File: config.mk
export PLATFORM = sky130hd
export DESIGN_NAME = gpio_pinbank
export DESIGN_NICKNAME = d
export VERILOG_FILES = /design/src/rtl/gpiob_pkg.sv /design/src/rtl/gpiob_busdec.sv /design/src/rtl/gpiob_datapath.sv /design/src/rtl/gpio_pinbank.sv
export SDC_FILE = /design/constraint.sdc
export NUM_CORES = 1
export LEC_CHECK = 0
export ABC_AREA = 1
export BUFFER_PORTS_ARGS = -buffer_cell sky130_fd_sc_hd__buf_2
export CORE_MARGIN = 1
export CORE_UTILIZATION = 25
export CTS_CLUSTER_DIAMETER = 150
export CTS_CLUSTER_SIZE = 40
export DETAILED_ROUTE_END_ITERATION = 7
export PLACE_DENSITY_LB_ADDON = 0.08
export SLEW_MARGIN = 25
export SYNTH_ARGS = -nofsm -noshare
export SYNTH_HDL_FRONTEND = slang
export SYNTH_SLANG_ARGS = --single-unit
File: constraint.sdc
create_clock -name clk -period 8.06 [get_ports clk]
set_clock_uncertainty 0.15 [all_clocks]
set_input_delay 1.612 -clock clk [delete_from_list [all_inputs] [get_ports clk]]
set_output_delay 1.612 -clock clk [all_outputs]
set_load 0.01 [all_outputs]
File: src/rtl/gpiob_pkg.sv
`timescale 1ns/1ps
package gpiob_pkg;
  localparam int IDX_W = 8;

  localparam int F_PULL_LO = 0;
  localparam int F_PWRG_LO = 2;
  localparam int F_BUFT    = 8;
  localparam int F_DIR     = 9;
  localparam int F_AOD     = 10;
  localparam int F_POL     = 11;
  localparam int F_MUX_LO  = 12;
  localparam int F_INDIS   = 15;
  localparam int F_AVAL    = 16;
  localparam int F_PADIN   = 24;

  localparam logic [31:0] A_WMASK  = 32'h0001_FF0F;
  localparam logic [31:0] B_WMASK  = 32'h0000_0031;
  localparam logic [1:0]  PWRG_OFF = 2'b10;

  typedef enum logic [2:0] {
    RD_NONE, RD_CTRLA, RD_CTRLB, RD_PARIN, RD_PAROUT
  } rdSelE;

  typedef struct packed {
    logic             wrA;
    logic             wrB;
    logic             wrPar;
    rdSelE            rdSel;
    logic [IDX_W-1:0] pinIdx;
  } busStrobeT;
endpackage

File: src/rtl/gpiob_busdec.sv
`timescale 1ns/1ps
module gpiob_busdec
  import gpiob_pkg::*;
#(
  parameter int NUM_PINS    = 32,
  parameter int ADDR_W      = 9,
  parameter int CTRLB_BASE  = 'h140,
  parameter int PARIN_ADDR  = 'h080,
  parameter int PAROUT_ADDR = 'h0A0
) (
  input  logic              clk,
  input  logic              rstN,
  input  logic [ADDR_W-1:0] busAddr,
  input  logic              busWrEn,
  output busStrobeT         strb
);
  localparam logic [ADDR_W-1:0] B_BASE = ADDR_W'(CTRLB_BASE);

  always_comb begin
    strb = '0;
    strb.rdSel = RD_NONE;
    if (int'(busAddr) < NUM_PINS) begin
      strb.rdSel  = RD_CTRLA;
      strb.pinIdx = IDX_W'(busAddr);
      strb.wrA    = busWrEn;
    end else if (int'(busAddr) >= CTRLB_BASE && int'(busAddr) < CTRLB_BASE + NUM_PINS) begin
      strb.rdSel  = RD_CTRLB;
      strb.pinIdx = IDX_W'(busAddr - B_BASE);
      strb.wrB    = busWrEn;
    end else if (int'(busAddr) == PARIN_ADDR) begin
      strb.rdSel  = RD_PARIN;
    end else if (int'(busAddr) == PAROUT_ADDR) begin
      strb.rdSel  = RD_PAROUT;
      strb.wrPar  = busWrEn;
    end
  end


  map_miss_chk: assert property (@(posedge clk) disable iff (!rstN)
    (int'(busAddr) >= NUM_PINS && int'(busAddr) < PARIN_ADDR)
      |-> !(strb.wrA || strb.wrB || strb.wrPar));
endmodule

File: src/rtl/gpiob_datapath.sv
`timescale 1ns/1ps
module gpiob_datapath
  import gpiob_pkg::*;
#(
  parameter int NUM_PINS = 32
) (
  input  logic                  clk,
  input  logic                  rstN,
  input  busStrobeT             strb,
  input  logic [31:0]           busWrData,
  input  logic [NUM_PINS-1:0]   padIn,
  output logic [31:0]           busRdData,
  output logic [NUM_PINS-1:0]   padOut,
  output logic [NUM_PINS-1:0]   padOe,
  output logic [NUM_PINS-1:0]   padOpenDrain,
  output logic [2*NUM_PINS-1:0] padPull,
  output logic [3*NUM_PINS-1:0] padMux
);
  localparam int PIN_W = $clog2(NUM_PINS);

  logic [31:0]         ctrlAQ [NUM_PINS];
  logic [31:0]         ctrlBQ [NUM_PINS];
  logic [NUM_PINS-1:0] parOutQ;
  logic [NUM_PINS-1:0] aodVec, dirVec, inEnVec, liveIn;
  logic [PIN_W-1:0]    pinSel;

  assign pinSel = strb.pinIdx[PIN_W-1:0];

  always_ff @(posedge clk or negedge rstN) begin
    if (!rstN) begin
      for (int k = 0; k < NUM_PINS; k++) begin
        ctrlAQ[k] <= '0;
        ctrlBQ[k] <= '0;
      end
      parOutQ <= '0;
    end else begin
      for (int k = 0; k < NUM_PINS; k++) begin
        if (strb.wrA && int'(strb.pinIdx) == k) ctrlAQ[k] <= busWrData & A_WMASK;
        if (strb.wrB && int'(strb.pinIdx) == k) ctrlBQ[k] <= busWrData & B_WMASK;
        if (strb.wrPar && aodVec[k])            parOutQ[k] <= busWrData[k];
      end
    end
  end

  for (genvar g = 0; g < NUM_PINS; g++) begin : gPin
    logic srcVal, isFunc, outVal;
    assign aodVec[g]  = ctrlAQ[g][F_AOD];
    assign dirVec[g]  = ctrlAQ[g][F_DIR];
    assign srcVal     = aodVec[g] ? parOutQ[g] : ctrlAQ[g][F_AVAL];
    assign isFunc     = |ctrlAQ[g][F_MUX_LO +: 3];
    assign outVal     = srcVal ^ (isFunc & ctrlAQ[g][F_POL]);
    assign padOut[g]  = outVal;
    assign padOe[g]   = dirVec[g] & (~ctrlAQ[g][F_BUFT] | ~outVal);
    assign padOpenDrain[g]    = ctrlAQ[g][F_BUFT];
    assign padPull[2*g +: 2]  = ctrlAQ[g][F_PULL_LO +: 2];
    assign padMux[3*g +: 3]   = ctrlAQ[g][F_MUX_LO +: 3];
    assign inEnVec[g] = ~ctrlAQ[g][F_INDIS] & (ctrlAQ[g][F_PWRG_LO +: 2] != PWRG_OFF);
    assign liveIn[g]  = padIn[g] & inEnVec[g];
  end

  always_comb begin
    busRdData = '0;
    unique case (strb.rdSel)
      RD_CTRLA:  busRdData = ctrlAQ[pinSel] | (32'(liveIn[pinSel]) << F_PADIN);
      RD_CTRLB:  busRdData = ctrlBQ[pinSel];
      RD_PARIN:  busRdData = 32'(liveIn);
      RD_PAROUT: busRdData = 32'(parOutQ);
      default:   busRdData = '0;
    endcase
  end


  idx_range_chk: assert property (@(posedge clk) disable iff (!rstN)
    (strb.wrA || strb.wrB) |-> int'(strb.pinIdx) < NUM_PINS);


  rsv_zero_chk: assert property (@(posedge clk) disable iff (!rstN)
    (strb.rdSel == RD_CTRLA) |-> ((busRdData & ~(A_WMASK | (32'h1 << F_PADIN))) == '0));


  par_drop_chk: assert property (@(posedge clk) disable iff (!rstN)
    strb.wrPar |=> (((parOutQ ^ $past(parOutQ)) & ~$past(aodVec)) == '0));


  par_hold_chk: assert property (@(posedge clk) disable iff (!rstN)
    !strb.wrPar |=> $stable(parOutQ));


  oe_dir_chk: assert property (@(posedge clk) disable iff (!rstN)
    (padOe & ~dirVec) == '0);


  od_float_chk: assert property (@(posedge clk) disable iff (!rstN)
    (padOe & padOpenDrain & padOut) == '0);


  in_gate_chk: assert property (@(posedge clk) disable iff (!rstN)
    (strb.rdSel == RD_PARIN) |-> ((busRdData[NUM_PINS-1:0] & ~inEnVec) == '0));
endmodule

File: src/rtl/gpio_pinbank.sv
`timescale 1ns/1ps
module gpio_pinbank
  import gpiob_pkg::*;
#(
  parameter int NUM_PINS    = 32,
  parameter int ADDR_W      = 9,
  parameter int CTRLB_BASE  = 'h140,
  parameter int PARIN_ADDR  = 'h080,
  parameter int PAROUT_ADDR = 'h0A0
) (
  input  logic                  clk,
  input  logic                  rstN,
  input  logic [ADDR_W-1:0]     busAddr,
  input  logic                  busWrEn,
  input  logic [31:0]           busWrData,
  output logic [31:0]           busRdData,
  input  logic [NUM_PINS-1:0]   padIn,
  output logic [NUM_PINS-1:0]   padOut,
  output logic [NUM_PINS-1:0]   padOe,
  output logic [NUM_PINS-1:0]   padOpenDrain,
  output logic [2*NUM_PINS-1:0] padPull,
  output logic [3*NUM_PINS-1:0] padMux
);
  busStrobeT strb;

  gpiob_busdec #(
    .NUM_PINS(NUM_PINS), .ADDR_W(ADDR_W), .CTRLB_BASE(CTRLB_BASE),
    .PARIN_ADDR(PARIN_ADDR), .PAROUT_ADDR(PAROUT_ADDR)
  ) uDec (
    .clk(clk), .rstN(rstN), .busAddr(busAddr), .busWrEn(busWrEn), .strb(strb)
  );

  gpiob_datapath #(.NUM_PINS(NUM_PINS)) uDp (
    .clk(clk), .rstN(rstN), .strb(strb), .busWrData(busWrData), .padIn(padIn),
    .busRdData(busRdData), .padOut(padOut), .padOe(padOe),
    .padOpenDrain(padOpenDrain), .padPull(padPull), .padMux(padMux)
  );
endmodule

======== Word-level counts from Yosys, hierarchy flattened ========
Index checks and enable logic that the tools add are counted.
operators by class
  add/subtract/negate cells ............... 1
  $mul .................................... 0
  divide/modulo/power cells ............... 0
  $lt $le $gt $ge ......................... 5
  equality and inequality tests ........... 69
  shifts and indexed selects .............. 0
  muxes and demuxes ....................... 51
  bitwise logic cells ..................... 290
  reductions and logical operators ........ 130
operators by type and width
  kind                                                                           count
  32-bit binary-select mux with 5-bit select                                     2
  1-bit bitwise AND                                                              128
  8-bit by 6-bit == test with 1-bit output (second input constant)               16
  32-bit 2-to-1 mux                                                              4
  32-bit one-hot mux with 4 select lines                                         1
  1-bit logical AND                                                              97
  1-bit NOT                                                                      96
  3-bit OR reduction                                                             32
  8-bit by 5-bit == test with 1-bit output (second input constant)               8
  2-bit != test (second input constant)                                          32
  1-bit 2-to-1 mux                                                               37
  8-bit by 4-bit == test with 1-bit output (second input constant)               4
  1-bit bitwise OR                                                               32
  32-bit by 25-bit bitwise OR with 32-bit output                                 1
  1-bit bitwise XOR                                                              32
  9-bit == test (second input constant)                                          2
  8-bit by 3-bit == test with 1-bit output (second input constant)               2
  11-bit 2-to-1 mux                                                              1
  9-bit >= comparator (second input constant)                                    1
  9-bit by 6-bit less-than comparator with 1-bit output (second input constant)  1
  9-bit less-than comparator (second input constant)                             1
  8-bit by 2-bit == test with 1-bit output (second input constant)               1
  8-bit logical NOT                                                              1
  8-bit 2-to-1 mux                                                               1
  11 further kinds                                                               13
storage, ports and cells
  flip-flop bits (word level) ............. 544
  bits in latches ......................... 0
  memory bits (writable) .................. 0
  ROM bits ................................ 0
  bits of input ports ..................... 76
  output and inout bits ................... 288
  logic and storage cells ................. 642
  memories ................................ 0

======== Longest topological paths before layout ========
Gate-level depths: netlist of the first run.
  depth in word-level cells ............... 11
  mapped depth ............................ 18
  depth with buffers taken out ............ 16

======== Hierarchy ========
From an unflattened synthesis of the first run, not the netlist that was laid out.
unflattened totals
  cell total of the unflattened synthesis .. 3,401
  area total of the unflattened synthesis .. 27,909.3 um^2
by module, submodules not included
  module          times used  cells an instance  area an instance (um^2)  seq. area each (um^2)
  gpiob_datapath  1           3,362              27,697.8                 13,613.1
  gpiob_busdec    1           39                 211.5                    0.0

======== Worst setup path before layout of the first run ========
No wires, ideal clock.
  path type ............................... input to output
  from .................................... input port busAddr[1]
  to ...................................... output port busRdData[20]
  arrival ................................. 3.171 ns
  data required time ...................... 6.298 ns
  slack ................................... 3.127 ns
  cell stages on the path ................. 9
  buffers on the path ..................... 1
  cells stage by stage .................... buf_2 > inv_1 > nand3_1 > nor4_2 > nand2_1 > nor2_1 > inv_2 > or2_2 > a21oi_1
on the way
  word-level cells in the longest chain between the ends .. 10
  elaborated cells between the ends (all ways) .. 25
  classes of those cells .................. add/sub: 1; order compare: 3; eq/ne: 6; mux: 12; bitwise: 2; reduce/logical: 1
ends and longest elaborated chain
  item                                                               line                                        source
  from (decl)                                                        gpio_pinbank.sv:13                          input logic [ADDR_W-1:0] busAddr,
  9-bit >= comparator or 9-bit less-than comparator (tied branches)  gpiob_busdec.sv:26                          end else if (int'(busAddr) >= CTRLB_BASE && int'(busAddr) < CTRLB_BASE + NUM_PINS) begin
  1-bit logical AND                                                  gpiob_busdec.sv:26
  8-bit 2-to-1 mux                                                   gpiob_busdec.sv:26
  11-bit 2-to-1 mux *                                                gpiob_busdec.sv:22                          if (int'(busAddr) < NUM_PINS) begin
  5-bit NOT with 6-bit output (implied by the code)                  gpiob_datapath.sv:64, gpiob_datapath.sv:65
  32-bit binary-select mux with 5-bit select                         gpiob_datapath.sv:64                        RD_CTRLA: busRdData = ctrlAQ[pinSel] | (32'(liveIn[pinSel]) << F_PADIN);
  32-bit 2-to-1 mux (implied by the code) (2 in a row)               gpiob_datapath.sv:64
  32-bit by 25-bit bitwise OR with 32-bit output                     gpiob_datapath.sv:64
  32-bit one-hot mux with 4 select lines *                           gpiob_datapath.sv:63                        unique case (strb.rdSel)
  to (decl)                                                          gpio_pinbank.sv:16                          output logic [31:0] busRdData,
Every way passes the cells marked *; elsewhere a longest branch is shown, timed or not. The select of a mux whose other input is x is not followed.

======== Worst setup path in the final report of the first run ========
  from .................................... input port busAddr[8]
  to ...................................... output port busRdData[1]
Same word-level chain as after synthesis.

==> impl_metrics.py, run 1 <==
metrics = {
    "synthesis": {
        "ys_seq_area_share_pct": 44.7,
        "syn-instance-count": 4183,
        "synthArstFlopShare_pct": 100,
        "synth_nets": 4260,
        "netlist_area_before_placement_mm2": 0.0304,
        "ys_seq_elements": 544,
        "synth-main-ff-cell": "sky130_fd_sc_hd__dfrtp_1",
        "count_of_warnings_emitted_by_yosys": 0,
        "syn_avg_cell_area_um2": 7.28,
        "synth-edff-count": 0,
        "synth.lib_cells_used.distinct": 39,
    },
    "floorplan": {
        "core-area_mm2": 0.120,
        "die_x_um": 351,
        "std_cell_rows": 127,
        "die_area_mm2": 0.123,
        "i_o_pins": 364,
        "start_util_pct": 25.3,
        "die_height_um": 351,
    },
    "detailed_routing": {
        "drc_errors": 0,
        "wire_per_inst_um": 24.4,
        "drt_wl_total_um": 142000,
        "detail_route.vias_per_cell": 4.66,
        "ant_nets": 0,
        "detail_route.iter0.violations": 2186,
        "drt-pass1-iter-count": 6,
        "dr_total_vias": 27000,
    },
    "clock_network": {
        "cts_sinks": 544,
        "cts_buffers": 21,
        "tritoncts": "built",
        "ctsHtreeMaxLevel": 1,
        "max-clock-path-buffers": 3,
        "cts_resized": 0,
        "ctsHoldBuffers": 0,
        "clock_latency_on_the_worst_skew_pair_ns": 0.62,
        "clk_root_buffer_cell": "sky130_fd_sc_hd__clkbuf_16",
        "worst_setup_hold_path_clk_slew_ns": 0.10,
        "post-cts-setup-buffers": 0,
    },
    "timing": {
        "fmax_ghz": 0.145,
        "timing.final.max_slew_violations": 0,
        "setup_total_negative_slack_ns": 0,
        "hold_ws_ns": 0.339,
        "post-route-period-util_pct": 85.8,
        "slew-limit-headroom_pct": 30.1,
        "timing_worst_slew_pin_value_ns": 1.05,
        "setup_viol": 0,
        "finalHoldViolations": 0,
        "min_period_ns": 6.92,
        "setup_repair_after_global_routing_missed_its_margin": "false",
    },
    "worst_setup_path": {
        "largest_stage_delay_on_the_critical_path_ns": 0.66,
        "crit_path_start": "busAddr[8]",
        "crit_chain": "buf_2 -> nor2_1 -> nand2_2 -> nand2_4 -> nand2_8 -> nor2_4 -> buf_4 -> nand2_1 -> o21ai_0 -> nor2_1 -> nor2_1 -> nor2_1 -> nand2_1 -> nand2_1 -> nand2_1 -> nand2_1 -> buf_2",
        "setup.worst_path.start_class": "input port",
        "worst_path_fanout_max": 50,
        "worstPathRequired_ns": 6.30,
        "critPathKind": "input port to output pin",
        "cp.arrival_ns": 5.16,
        "cell_repeated_most_along_the_worst_path": "sky130_fd_sc_hd__nand2_1",
        "crit_path_top_delay_cell": "sky130_fd_sc_hd__nor2_4",
        "critPathCaptureType": "output pin",
        "crit-reg2reg-launch": "uDp.ctrlAQ[169]",
    },
    "cells_and_area": {
        "layout-drive-gt1-share_pct": 13.2,
        "mostFrequentLayoutCell": "sky130_fd_sc_hd__nand2_1",
        "layout.cell_area.non_filler_mm2": 0.0329,
        "nFillCells": 13500,
        "register_area_mm2": 0.0136,
        "final_nets": 4249,
        "multi_input_comb_area_mm2": 0.0126,
        "area.growth.synth_to_final_pct": 8.18,
        "final_cell_mix": "1476 x sky130_fd_sc_hd__nand2_1, 544 x sky130_fd_sc_hd__dfrtp_1, 409 x sky130_fd_sc_hd__inv_1",
    },
    "grt": {
        "antenna_found_initial": 4,
        "first_global_vias": 26000,
        "globalRoute.totalOverflow": 0,
        "grt_pass1_wl_um": 202000,
        "track_usage_pct": 22.7,
        "grt_max_degree": 134,
    },
    "power_and_ir_drop": {
        "total_leakage_power_nw": 16.3,
        "vdd_drop_max_mv": 0.134,
        "pwr_density_cell_mw_per_mm2": 155,
    },
    "outcome": {
        "status": "finished, final reports clean",
    },
    "min_path": {
        "min-delay-start": "uDp.ctrlBQ[800]",
        "min-delay-path-class": "flip-flop to flip-flop",
    },
    "place": {
        "portBuffers": 363,
        "placement.cell_area_mm2": 0.0321,
        "dp_hpwl_um": 100000,
        "final_estimated_routing_congestion_in_global_placement": 0.836,
    },
    "flow_run": {
        "max_cap_violations": 0,
    },
}
power by group:
part | total [mW] | switching (mW) | internal [mW]
clock | 1.66 | 1.12 | 0.540
sequential | 2.81 | 0.0400 | 2.77
combinational | 0.634 | 0.479 | 0.156
total | 5.11 | 1.64 | 3.46
synth_stat cells (10+ instances only):
cell type	instances	area [um2]
sky130_fd_sc_hd__o31ai_1	26	195
sky130_fd_sc_hd__nand3b_1	34	255
sky130_fd_sc_hd__o21ai_0	369	1850
sky130_fd_sc_hd__nor2_4	15	169
sky130_fd_sc_hd__nand3_4	10	175
sky130_fd_sc_hd__nand3_1	62	310
sky130_fd_sc_hd__nor2_1	167	627
sky130_fd_sc_hd__o22ai_1	15	93.8
sky130_fd_sc_hd__buf_2	81	405
sky130_fd_sc_hd__dfrtp_1	544	13600
sky130_fd_sc_hd__o21ai_1	402	2010
sky130_fd_sc_hd__nand3_2	24	240
sky130_fd_sc_hd__nand2_1	1476	5540
sky130_fd_sc_hd__nand4_1	16	100
sky130_fd_sc_hd__buf_4	231	1730
sky130_fd_sc_hd__a21oi_1	64	320
sky130_fd_sc_hd__inv_1	410	1540
sky130_fd_sc_hd__xor2_1	26	228
sky130_fd_sc_hd__clkbuf_1	127	477
sky130_fd_sc_hd__buf_1	13	48.8
sky130_fd_sc_hd__inv_2	14	52.6
metrics by stage:
| step | std cells | utilization (%) | total power, mW | setup slack (ns) |
|---|---|---|---|---|
| detailed placement | 5760 | 26.7 | 3.50 | 1.19 |
| global placement | 5759 | 26.7 | 3.50 | 1.07 |
| global route | 5797 | 27.4 | 5.31 | 0.961 |
| floorplan | 4183 | - | 3.17 | 3.13 |
| finish | 5799 | 27.4 | 5.11 | 1.14 |
| CTS | 5796 | 27.4 | 5.17 | 1.18 |
logic make-up after synthesis:
kind of cell    Yosys count  share of synthesized area, %
compound gates          898                          15.2
xor+xnor                 32                         0.921
fa+ha+maj                 1                        0.0411
buf+inv                 880                          14.1
flops                   544                          44.7
simple gates           1828                          25.0
final timing paths:
path                                        end  slack, ns  cells after the start
max in group asynchronous        uDp.aodVec[21]       5.41                      2
worst min-delay path            uDp.ctrlBQ[800]       0.34                      2
worst max register to register  uDp.ctrlAQ[169]       7.02                      2
worst min register to register  uDp.ctrlBQ[800]       0.34                      2
min in group asynchronous       uDp.ctrlBQ[736]       0.88                      1
worst max-delay path               busRdData[1]       1.14                     17
routing by layer:
layer	vias to the layer above	routed length [um]	track usage, %
met5	-	19	0
met3	76	5840	1.89
met1	13300	68300	33.2
met4	2	2250	3.41
li1	12900	-	-
met2	724	65200	36.7
layout make-up:
| type | instances | area share [%] |
|---|---|---|
| Antenna cell | 2 | 0.0152 |
| Clock buffer | 22 | 1.61 |
| Clock inverter | 14 | 0.676 |
| Inverter | 425 | 4.86 |
| Multi-Input combinational cell | 2759 | 38.3 |
| Sequential cell | 544 | 41.3 |
| Tap cell | 1612 | 6.12 |
| Timing Repair Buffer | 421 | 7.13 |
sequential cells by signal, summed over array words and instances (netlist names):
register          flops
uDp.aodVec           32
uDp.ctrlAQ          192
uDp.ctrlBQ           96
uDp.padMux           96
uDp.padOpenDrain     32
uDp.padPull          64
uDp.parOutQ          32
worst max-delay path, delay by kind of cell:
kind / cells / cell delay, ns
and+or+nand+nor: 13 / 2.44
buffers and inverters: 3 / 0.86
AOI/OAI and AO/OA: 1 / 0.16
Power figures use the tool's default switching activity.
==> run 2, diff against run 1 <==
--- a/config.mk
+++ b/config.mk
@@ -6,12 +6,13 @@
 export NUM_CORES = 1
 export LEC_CHECK = 0
 export ABC_AREA = 1
-export BUFFER_PORTS_ARGS = -buffer_cell sky130_fd_sc_hd__buf_2
 export CORE_MARGIN = 1
 export CORE_UTILIZATION = 25
 export CTS_CLUSTER_DIAMETER = 150
 export CTS_CLUSTER_SIZE = 40
 export DETAILED_ROUTE_END_ITERATION = 7
+export DONT_BUFFER_PORTS = 1
+export GPL_TIMING_DRIVEN = 0
 export PLACE_DENSITY_LB_ADDON = 0.08
 export SLEW_MARGIN = 25
 export SYNTH_ARGS = -nofsm -noshare
==> impl_metrics.py, run 2 (same netlist as run 1, synthesis figures left out) <==
metrics = {
    "worst_setup_path": {
        "r2r.worst_path.cells": 3,
        "crit-reg2reg-launch": "uDp.aodVec[0]",
        "critPathBufInv": 3,
        "worstPathRequired_ns": 6.30,
        "r2r_slack_ns": 7.01,
        "crit_path_top_delay_cell": "sky130_fd_sc_hd__buf_2",
        "path_depth": 15,
        "largest_stage_delay_on_the_critical_path_ns": 0.58,
        "path_delay_family": "simple AND/OR/NAND/NOR gates",
        "cp.arrival_ns": 4.96,
        "r2r_end": "uDp.parOutQ[0]",
        "crit_chain": "nor2_1 -> nand2_2 -> nand2_4 -> o21ai_2 -> inv_2 -> buf_4 -> buf_2 -> o21ai_0 -> nor2_1 -> nor2_1 -> nor2_1 -> nand2_1 -> nand2_1 -> nand2_1 -> nand2_1",
        "critPathCaptureType": "output pin",
        "worst_path_fanout_max": 10,
        "setup.worst_path.start_class": "input port",
        "critPathKind": "input port to output pin",
    },
    "detailed_routing": {
        "detail_route.vias_per_cell": 5.03,
        "drt-pass1-iter-count": 7,
        "ant_nets": 0,
        "wire_per_inst_um": 31.2,
        "dr_total_vias": 29400,
        "detail_route.iter0.violations": 3201,
        "drc_errors": 0,
        "drt_wl_total_um": 183000,
    },
    "min_path": {
        "min-delay-start": "uDp.ctrlBQ[869]",
        "min-delay-path-class": "flip-flop to flip-flop",
        "holdPathEnd": "uDp.ctrlBQ[869]",
        "min_delay_path_depth": 2,
    },
    "grt": {
        "antenna_found_initial": 18,
        "track_usage_pct": 29.0,
        "first_global_vias": 27700,
        "grt_max_degree": 545,
        "grt_pass1_wl_um": 244000,
        "globalRoute.totalOverflow": 0,
    },
    "floorplan": {
        "std_cell_rows": 127,
        "i_o_pins": 364,
        "die_area_mm2": 0.123,
        "die_height_um": 351,
        "core-area_mm2": 0.120,
        "start_util_pct": 25.3,
        "die_x_um": 351,
    },
    "power_and_ir_drop": {
        "vdd_drop_max_mv": 0.149,
        "total_leakage_power_nw": 16.0,
        "power.total_mw": 5.07,
        "pwr_density_cell_mw_per_mm2": 152,
    },
    "clock_network": {
        "tritoncts": "built",
        "cts_buffers": 20,
        "cts_sinks": 544,
        "worst_setup_hold_path_clk_slew_ns": 0.12,
        "ctsHoldBuffers": 0,
        "cts_resized": 0,
        "post-cts-setup-buffers": 0,
        "clk_root_buffer_cell": "sky130_fd_sc_hd__clkbuf_16",
        "ctsHtreeMaxLevel": 1,
        "max-clock-path-buffers": 3,
        "clock_latency_on_the_worst_skew_pair_ns": 0.65,
    },
    "timing": {
        "fmax_ghz": 0.149,
        "setup_viol": 0,
        "setup_total_negative_slack_ns": 0,
        "setup_repair_after_global_routing_missed_its_margin": "false",
        "min_period_ns": 6.72,
        "timing.final.max_slew_violations": 310,
        "slew-limit-headroom_pct": -65.4,
        "post-route-period-util_pct": 83.4,
        "timing_worst_slew_pin_value_ns": 2.48,
        "finalHoldViolations": 0,
    },
    "place": {
        "dp_hpwl_um": 134000,
        "portBuffers": 0,
        "final_estimated_routing_congestion_in_global_placement": 0.976,
    },
    "outcome": {
        "failed_checks": "max-slew violations",
        "status": "finished with violations",
    },
    "cells_and_area": {
        "nFillCells": 13500,
        "register_area_mm2": 0.0136,
        "layout-drive-gt1-share_pct": 11.5,
        "multi_input_comb_area_mm2": 0.0125,
        "mostFrequentLayoutCell": "sky130_fd_sc_hd__nand2_1",
        "final_nets": 4290,
        "final_cell_mix": "1476 x sky130_fd_sc_hd__nand2_1, 544 x sky130_fd_sc_hd__dfrtp_1, 410 x sky130_fd_sc_hd__inv_1",
        "max_reg_flops": 192,
        "area.growth.synth_to_final_pct": 9.86,
        "largest_register_by_flop_count": "uDp.ctrlAQ",
    },
    "flow_run": {
        "max_cap_violations": 0,
    },
}
## run 2: cell types whose count changed in the layout (fill, tap and decap cells not counted), moves of 8 or more
cell	previous run	this run
sky130_fd_sc_hd__buf_1	0	9
sky130_fd_sc_hd__buf_2	361	85
sky130_fd_sc_hd__buf_4	53	231
sky130_fd_sc_hd__clkbuf_1	1	89
sky130_fd_sc_hd__clkbuf_2	0	39
sky130_fd_sc_hd__diode_2	2	10
## run 2: report_power, final
part           leakage (nW)  internal [mW]  total [mW]  switching [mW]
Sequential             7.41           2.77        2.82          0.0519
Combinational          8.24          0.153       0.636           0.483
Clock                 0.331          0.523        1.62            1.10
## run 2: area by class of cell
| class | instances | area share, % |
|---|---|---|
| tap | 1612 | 6.03 |
| inverter | 425 | 4.77 |
| buffer | 455 | 8.23 |
| sequential | 544 | 40.7 |
| multi-input combinational | 2759 | 37.5 |
| antenna | 10 | 0.0748 |
| clock inverter | 10 | 0.464 |
| timing repair buffer | 8 | 0.636 |
| clock buffer | 22 | 1.58 |
## run 2: tightest hold or removal path, cell delays in order (launching register included)
cell and delay [ns]:
sky130_fd_sc_hd__dfrtp_1 0.36, sky130_fd_sc_hd__nand2_1 0.05, sky130_fd_sc_hd__o21ai_0 0.06
## run 2: per-stage QoR
stage	setup WS [ns]	hold WS, ns	util, %	cell area, um2	instances
after floorplan	3.13	0.294	-	30400	4183
after global placement	0.732	0.312	27.0	32500	5795
after detailed placement	1.39	0.318	27.2	32700	5803
after CTS	1.31	0.354	27.8	33400	5835
after global routing	1.27	0.364	27.8	33400	5836
final	1.34	0.348	27.8	33400	5845
## run 2: routing by layer
metal  vias up  share of wire, %  GRT usage (%)
met1     14800                44           40.4
met5         -             0.040              0
met2      1295                44           44.8
li1      13000                 -              -
met3       252               8.1           5.15
met4        14               3.9           9.97
## run 2: worst max-delay path by stage
stage	from	slack [ns]	end
after detailed placement	busAddr[6]	1.39	busRdData[9]
after global placement	busAddr[6]	0.73	busRdData[13]
after global routing	busAddr[4]	1.27	busRdData[13]
after floorplan	busAddr[1]	3.13	busRdData[20]
final	busAddr[6]	1.34	busRdData[11]
after CTS	busAddr[6]	1.31	busRdData[9]
